`src/rtl/od_table_loader.sv`:
```
module od_table_loader #(
  parameter int ENTRIES = 32,
  parameter int DW = 8,
  parameter logic [6:0] DEV_ADDR = 7'h50,
  parameter int CLK_DIV = 4,
  localparam int AW = $clog2(ENTRIES),
  localparam int DIVW = (CLK_DIV > 1) ? $clog2(CLK_DIV) : 1
) (
  input  logic          clk,
  input  logic          rst_n,
  output logic          scl_o,
  output logic          sda_o,
  input  logic          sda_i,
  input  logic [AW-1:0] rd_addr,
  output logic [DW-1:0] rd_data,
  output logic          loaded,
  output logic          src_rom
);

  typedef enum logic [2:0] {S_START, S_TX, S_RX, S_STOP, S_ROM, S_DONE} st_t;

  st_t           st;
  logic [1:0]    ph;
  logic [3:0]    bitn;
  logic [1:0]    bidx;
  logic [AW-1:0] widx;
  logic [7:0]    sh;
  logic          nack_q, full_q;
  logic [DIVW-1:0] div_q;
  logic [DW-1:0] tbl [ENTRIES];

  wire tick   = (div_q == DIVW'(CLK_DIV - 1));
  wire last_w = (widx == AW'(ENTRIES - 1));

  logic [7:0] tx_byte;
  always_comb begin
    case (bidx)
      2'd0:    tx_byte = {DEV_ADDR, 1'b0};
      2'd3:    tx_byte = {DEV_ADDR, 1'b1};
      default: tx_byte = 8'h00;
    endcase
  end

  wire tx_bit = bitn[3] ? 1'b1 : tx_byte[~bitn[2:0]];
  wire rx_drv = bitn[3] ? last_w : 1'b1;

  function automatic logic [DW-1:0] rom_val(input logic [AW-1:0] i);
    return DW'(32'(i) * 29 + 17);
  endfunction

  wire wr_rx  = (st == S_RX) && tick && (ph == 2'd3) && bitn[3];
  wire wr_en  = wr_rx || (st == S_ROM);
  wire [DW-1:0] wr_data = (st == S_ROM) ? rom_val(widx) : DW'(sh);

  always_ff @(posedge clk) begin
    if (!rst_n) div_q <= '0;
    else        div_q <= tick ? '0 : div_q + 1'b1;
  end

  always_ff @(posedge clk) begin
    if (wr_en) tbl[widx] <= wr_data;
  end

  always_ff @(posedge clk) begin
    if (!rst_n) begin
      st <= S_START; ph <= '0; bitn <= '0; bidx <= '0; widx <= '0;
      sh <= '0; nack_q <= 1'b0; full_q <= 1'b0;
      scl_o <= 1'b1; sda_o <= 1'b1; loaded <= 1'b0; src_rom <= 1'b0;
    end else begin
      if (wr_en && last_w) full_q <= 1'b1;
      if (tick && (st == S_START || st == S_TX || st == S_RX || st == S_STOP))
        ph <= ph + 1'b1;
      case (st)
        S_START: if (tick) begin
          case (ph)
            2'd0: begin scl_o <= 1'b0; sda_o <= 1'b1; end
            2'd1: scl_o <= 1'b1;
            2'd2: sda_o <= 1'b0;
            default: begin scl_o <= 1'b0; st <= S_TX; bitn <= '0; end
          endcase
        end
        S_TX: if (tick) begin
          case (ph)
            2'd0: begin scl_o <= 1'b0; sda_o <= tx_bit; end
            2'd1: scl_o <= 1'b1;
            2'd2: if (bitn[3] && bidx == 2'd0) nack_q <= sda_i;
            default: begin
              scl_o <= 1'b0;
              if (bitn[3]) begin
                bitn <= '0;
                if (nack_q) begin
                  st <= S_STOP; src_rom <= 1'b1;
                end else if (bidx == 2'd2) begin
                  bidx <= 2'd3; st <= S_START;
                end else if (bidx == 2'd3) begin
                  st <= S_RX;
                end else begin
                  bidx <= bidx + 1'b1;
                end
              end else begin
                bitn <= bitn + 1'b1;
              end
            end
          endcase
        end
        S_RX: if (tick) begin
          case (ph)
            2'd0: begin scl_o <= 1'b0; sda_o <= rx_drv; end
            2'd1: scl_o <= 1'b1;
            2'd2: if (!bitn[3]) sh <= {sh[6:0], sda_i};
            default: begin
              scl_o <= 1'b0;
              if (bitn[3]) begin
                bitn <= '0;
                if (last_w) st <= S_STOP;
                else        widx <= widx + 1'b1;
              end else begin
                bitn <= bitn + 1'b1;
              end
            end
          endcase
        end
        S_STOP: if (tick) begin
          case (ph)
            2'd0: begin scl_o <= 1'b0; sda_o <= 1'b0; end
            2'd1: scl_o <= 1'b1;
            2'd2: sda_o <= 1'b1;
            default: begin
              if (src_rom) begin
                st <= S_ROM; widx <= '0;
              end else begin
                st <= S_DONE; loaded <= 1'b1;
              end
            end
          endcase
        end
        S_ROM: begin
          if (last_w) begin st <= S_DONE; loaded <= 1'b1; end
          else        widx <= widx + 1'b1;
        end
        default: ;
      endcase
    end
  end

  assign rd_data = loaded ? tbl[rd_addr] : '0;

  p_done_full_r6: assert property (@(posedge clk) disable iff (!rst_n)
    $rose(loaded) |-> full_q);
  p_done_sticky_r6: assert property (@(posedge clk) disable iff (!rst_n)
    loaded |=> loaded);
  p_src_hold_r7: assert property (@(posedge clk) disable iff (!rst_n)
    loaded |=> $stable(src_rom));
  p_rom_after_nack_r5: assert property (@(posedge clk) disable iff (!rst_n)
    (st == S_ROM) |-> src_rom);
  p_scl_on_tick_r9: assert property (@(posedge clk) disable iff (!rst_n)
    (scl_o != $past(scl_o)) |-> $past(tick));
  p_sda_steady_r9: assert property (@(posedge clk) disable iff (!rst_n)
    ((st == S_TX || st == S_RX) && st == $past(st) && scl_o && $past(scl_o))
      |-> $stable(sda_o));

endmodule

```
`config.mk`:
```
export PLATFORM = sky130hd
export DESIGN_NAME = od_table_loader
export DESIGN_NICKNAME = d
export VERILOG_FILES = /design/src/rtl/od_table_loader.sv
export SDC_FILE = /design/constraint.sdc
export NUM_CORES = 1
export LEC_CHECK = 0
export ABC_AREA = 1
export CAP_MARGIN = 20
export CORE_MARGIN = 2
export CORE_UTILIZATION = 38
export DETAILED_ROUTE_END_ITERATION = 8
export DONT_BUFFER_PORTS = 1
export HOLD_SLACK_MARGIN = 0.02
export SLEW_MARGIN = 15
export SYNTH_ARGS = -nofsm -noshare
export SYNTH_HDL_FRONTEND = slang
export SYNTH_SLANG_ARGS = --single-unit
export TNS_END_PERCENT = 10
```
`constraint.sdc`:
```
create_clock -name clk -period 12.7 [get_ports clk]
set_input_delay 2.54 -clock clk [delete_from_list [all_inputs] [get_ports clk]]
set_output_delay 2.54 -clock clk [all_outputs]
set_load 0.005 [all_outputs]
```
Word level (Yosys, flattened, before mapping)
Memory sizes are Yosys's and may differ from the RTL's.
Cells that the tools add are included.
W data, S select, Z words.

storage, ports and cells
  memories kept = 1
  input bits = 8
  flip-flop bits (word level) = 31
  memory bits (writable) = 256
  output and inout port bits = 12

cells by class
  add/sub/neg operators = 6
  bitwise gates (word level) = 5
  $lt $le $gt $ge = 1
  equality and inequality tests = 36
  reductions and logical operators = 32
  mux-type cells = 61
  $mul = 1

memory list
  memory  words  bits a word  read ports  clocked after memory_dff  write ports  line  text
  tbl     32     8            1           0                         1            30    logic [DW-1:0] tbl [ENTRIES];

operator list
  operator               number
  $mux W3                15
  $mux W5                7
  $ne A2 B2 Y1 const B   17
  $mux W4                5
  $reduce_and A5 Y1      4
  $mux W1                18
  $mux W8                2
  $pmux W8 S2            1
  $pmux W3 S5            1
  $pmux W5 S3            1
  $reduce_and A14 Y1     1
  $pmux W1 S2            6
  $eq A2 B2 Y1 const B   5
  $ne A3 B1 Y1 const B   3
  $reduce_and A9 Y1      1
  $add A8 B5 Y8 const B  1
  $mul A5 B5 Y8 const B  1
  $ne A2 B1 Y1 const B   4
  $pmux W4 S2            1
  $reduce_and A4 Y1      2
  $reduce_and A7 Y1      1
  $add A2 B1 Y2 const B  3
  $eq A3 B2 Y1 const B   2
  $reduce_and A6 Y1      1
  23 further kinds       39

Depth between registers and ports, before layout
  depth after elaboration = 8
  mapped depth = 14

Worst setup path after synthesis
Ideal clock, no wire load.

  kind = input to output
  start point = in rd_addr[3]
  end point = out rd_data[1]
  setup slack = 6.733 ns
  arrival = 3.427 ns
  path buffers = 2
  data required time = 10.160 ns
  cell stages on the path = 7
  cells stage by stage = clkbuf_1 -> inv_1 -> clkbuf_1 -> nand2_1 -> nand3_1 -> nand2_1 -> nor2_1

between the ends
  cells in the longest elaborated chain, start to end = 2

ends and longest elaborated chain
  element         line  text
  from (decl)     14    input logic [AW-1:0] rd_addr,
  $mem_v2 Z32 W8  -
  $mux W8         146   assign rd_data = loaded ? tbl[rd_addr] : '0;
  to (decl)       15    output logic [DW-1:0] rd_data,

Every way passes these cells.

Final worst setup path
  start point = in rd_addr[0]
  end point = out rd_data[4]

Same word-level chain as after synthesis.

==> results <==
- The cell count after synthesis is 1222.
- The total number of vias is 8500.
- After the first detailed-routing iteration, the DRC count stood at 691.
- Across the run, the number of max-cap violations was 0.
- The root cell of the clock tree is sky130_fd_sc_hd__clkbuf_16.
- The upper clock frequency limit is 134 MHz.
- The depth of the most critical reg-to-reg path is 15.
- The async set-reset flop share out of synthesis is 0%.
- The total setup violations reported at the end of the flow is 0.
- The max-slew violation count is 0.
- The first detailed-routing pass ran for 5 iterations.
- The die extent in y is 187 µm.
- The worst-case clock skew is 0.0280 ns.
- The kind of end point of the critical path is an output port.
- The type of the worst min-delay path is reg2reg.
- The clock insertion delay at the later pin of the skew report is 0.56 ns.
- The most used flip-flop cell after synthesis is sky130_fd_sc_hd__edfxtp_1.
- Global routing used 17.2% of the available tracks.
- The power consumption is 1.93 mW.
- The count of flip-flops with a built-in enable after synthesis is 256.
- Cells fill 42.2% of the core in the end.
- The count of distinct cell types in the synthesized netlist is 37.
- The portion of the clock cycle consumed by the worst path in the final layout is 58.6%.
- The number of diodes added for antenna fixing is 0.
- The number of buffers inserted by hold repair at cts is 0.
- In the final routed layout, each cell accounts on average for 17.9 µm.
- The standard-cell row count is 67.
- After global routing the overflow that remains totals 0.
- The largest net degree at the start of global routing is 130.
- The largest driver fanout on the critical path is 129.
- The via count of the first global-routing pass is 8306.
- The detail-routed via count per cell is 5.07.
- The flow ran to the end, and the final reports show no timing, DRC or antenna violations.
- The number of gates resized after CTS is 0.
- The core area is 33300 µm².
- The power per unit of standard cell area is 138 nW/µm².
- The horizontal die dimension is 187 µm.
- The overall routed net length is 30100 µm.
- The growth of design area from synthesis to finish is 10.1%.
- CTS built an H-tree with a depth of 1.
- The layout net count is 1258.
- The measured slew at the worst slew-check pin is 0.911 ns.
- The HPWL after detailed placement is 17900 µm.
- For this configuration, the core starts out at a cell density of 38.3%.
- The clock tree from TritonCTS is built.
- The count of buffers added on input and output ports is 0.
- The Yosys warning count is 0.
- In this run the mean area of a mapped cell was 10.4 µm².
- Along the worst hold path, the cell count comes to 1.
- The net count after synthesis is 1271.
- The highest ir drop seen on vdd is 0.0869 mV.
- In this run the remaining antenna-violating nets after routing total 0.
- The congestion estimate from routability-driven global placement came to 0.796.
- Counting the buffers created by CTS gives 30.
- The first global-routing pass estimated 47500 µm of wire.
- The DRC violation count after routing is 0.
- The flip-flop and latch count after synthesis is 287.
- Clock-pin slew was measured on the worst setup and hold paths at 0.06 ns.
- The post-CTS setup buffer count is 0.
- Measured against its own limit, the worst slew margin works out to 39.0%.
- The final setup TNS is 0 ns.
- The final hold violation count was 0.
- The post-synthesis sequential area ratio is 65.1%.
- The clock sink count is 287.
- In this run the count of I/O pins placed on the die edge is 20.
- STA classifies the critical path startpoint as an input port.
- The buffer levels on the longest clock path is 3.
- Setup repair after global routing left no endpoint under its margin.
- The worst path needs 7.44 ns of the cycle, external delays included.
- The synthesized area is 12800 µm².
- The initial antenna violation count is 0.
- The static leakage is 5.09 nW.
- For the worst setup path, the data arrival time is 4.90 ns.
- For the worst setup path, the data required time is 10.16 ns.
- The ratio of cells with drive above 1 in the final layout is 5.94%.
- The category of the critical setup timing path is in2out.
- The die covers 35000 µm².
==> worst max-delay path, cell delays in order <==
cell and delay (ns):
sky130_fd_sc_hd__clkinv_2 0.56, sky130_fd_sc_hd__buf_4 0.75, sky130_fd_sc_hd__nand2_1 0.11, sky130_fd_sc_hd__nand3_1 0.11, sky130_fd_sc_hd__nand2_1 0.09, sky130_fd_sc_hd__nand2_1 0.06
sky130_fd_sc_hd__nand2_1 0.04, sky130_fd_sc_hd__nor2_1 0.16, sky130_fd_sc_hd__nor2_1 0.05, sky130_fd_sc_hd__nor2_1 0.28
==> cells in the mapped netlist (3+ instances only) <==
library cell	count	share of area, %
sky130_fd_sc_hd__nand2_1	375	11
sky130_fd_sc_hd__edfxtp_1	256	60
sky130_fd_sc_hd__nand3_1	181	7.1
sky130_fd_sc_hd__nor2_1	127	3.7
sky130_fd_sc_hd__o21ai_0	42	1.6
sky130_fd_sc_hd__inv_1	38	1.1
sky130_fd_sc_hd__ha_1	37	3.6
sky130_fd_sc_hd__dfxtp_1	31	4.9
sky130_fd_sc_hd__clkbuf_1	20	0.59
sky130_fd_sc_hd__buf_2	18	0.71
sky130_fd_sc_hd__a21oi_1	16	0.63
sky130_fd_sc_hd__o21ai_1	14	0.55
sky130_fd_sc_hd__buf_4	12	0.71
sky130_fd_sc_hd__inv_2	7	0.21
sky130_fd_sc_hd__xor2_1	7	0.48
sky130_fd_sc_hd__buf_6	4	0.35
sky130_fd_sc_hd__fa_1	4	0.63
sky130_fd_sc_hd__clkinv_1	3	0.088
sky130_fd_sc_hd__nand4_1	3	0.15
sky130_fd_sc_hd__nor2_2	3	0.15
sky130_fd_sc_hd__nor3_1	3	0.12
==> cells by family after synthesis <==
group / count (synthesis) / share of synthesized area [%]
adder cells (fa/ha/maj): 41 / 4.26
flip-flops: 287 / 65.1
XOR/XNOR: 8 / 0.549
AND/OR/NAND/NOR: 702 / 23.0
AO/OA/AOI/OAI: 79 / 3.24
buffers and inverters: 105 / 3.86
==> path summary, 6_finish.rpt <==
| kind | start | to | slack [ns] |
|---|---|---|---|
| setup / recovery | rd_addr[0] | rd_data[4] | 5.26 |
| hold / removal | div_q[0]$_SDFF_PP0_ | div_q[0]$_SDFF_PP0_ | 0.44 |
| setup reg to reg | widx[2]$_SDFFE_PN0P_ | tbl[18][7]$_DFFE_PP_ | 9.03 |
| hold reg to reg | div_q[0]$_SDFF_PP0_ | div_q[0]$_SDFF_PP0_ | 0.44 |
==> power breakdown <==
part           total, mW  switching [mW]  internal [mW]  leakage, nW
Sequential          1.02         0.00247           1.02         2.17
Clock              0.829           0.355          0.474        0.439
Combinational     0.0867          0.0574         0.0293         2.48
Total               1.93           0.415           1.52         5.09
==> final cells by class <==
cell class / instances / area [µm²]
Timing Repair Buffer: 12 / 110
Sequential cell: 287 / 8310
Multi-Input combinational cell: 830 / 3970
Fill cell: 3175 / 19200
Tap cell: 448 / 561
Clock inverter: 12 / 126
Clock buffer: 40 / 788
Inverter: 48 / 181
==> flip-flops by register name, indices dropped and copies added, names as in the netlist, 2 cells and up <==
name / flops
st: 3
tbl: 256
sh: 8
bidx: 2
ph: 2
widx: 5
div_q: 2
bitn: 4
==> stage by stage <==
stage               instances  hold slack, ns  setup WS, ns  cell area [µm²]
floorplan                1222           0.408          6.73            12800
global placement         1624           0.417          5.31            13100
detailed placement       1625           0.426          5.33            13100
CTS                      1677           0.439          5.32            14000
global route             1677           0.458          5.10            14000
finish                   1677           0.438          5.26            14000
==> placed cells by master, fill, tap and decap left out, types with 2 or more instances in the layout <==
master | netlist | routed
sky130_fd_sc_hd__nand2_1 | 375 | 375
sky130_fd_sc_hd__edfxtp_1 | 256 | 256
sky130_fd_sc_hd__nand3_1 | 181 | 181
sky130_fd_sc_hd__nor2_1 | 127 | 127
sky130_fd_sc_hd__inv_1 | 38 | 38
sky130_fd_sc_hd__o21ai_0 | 42 | 38
sky130_fd_sc_hd__ha_1 | 37 | 37
sky130_fd_sc_hd__dfxtp_1 | 31 | 31
sky130_fd_sc_hd__clkbuf_16 | 0 | 30
sky130_fd_sc_hd__a21oi_1 | 16 | 16
sky130_fd_sc_hd__o21ai_1 | 14 | 14
sky130_fd_sc_hd__buf_4 | 12 | 11
sky130_fd_sc_hd__clkbuf_1 | 20 | 10
sky130_fd_sc_hd__clkinv_1 | 3 | 7
sky130_fd_sc_hd__xor2_1 | 7 | 7
sky130_fd_sc_hd__inv_2 | 7 | 6
sky130_fd_sc_hd__o21ai_2 | 2 | 6
sky130_fd_sc_hd__fa_1 | 4 | 4
sky130_fd_sc_hd__clkinv_2 | 0 | 3
sky130_fd_sc_hd__nand4_1 | 3 | 3
sky130_fd_sc_hd__nor2_2 | 3 | 3
sky130_fd_sc_hd__nor3_1 | 3 | 3
sky130_fd_sc_hd__nand2_2 | 2 | 2
sky130_fd_sc_hd__a211oi_1 | 2 | 2
sky130_fd_sc_hd__nand2_4 | 2 | 2
sky130_fd_sc_hd__bufinv_16 | 0 | 2
sky130_fd_sc_hd__clkinv_4 | 0 | 2
==> per-layer routing <==
metal	wire length [µm]	global-route usage (%)	share of wire, %	up-vias
li1	-	-	-	4137
met4	602	4.00	2.0	0
met5	0	0	0	-
met3	1800	2.61	6.0	44
met2	13800	27.8	46	273
met1	13900	24.4	46	4046
Power figures use the tool's default switching activity.
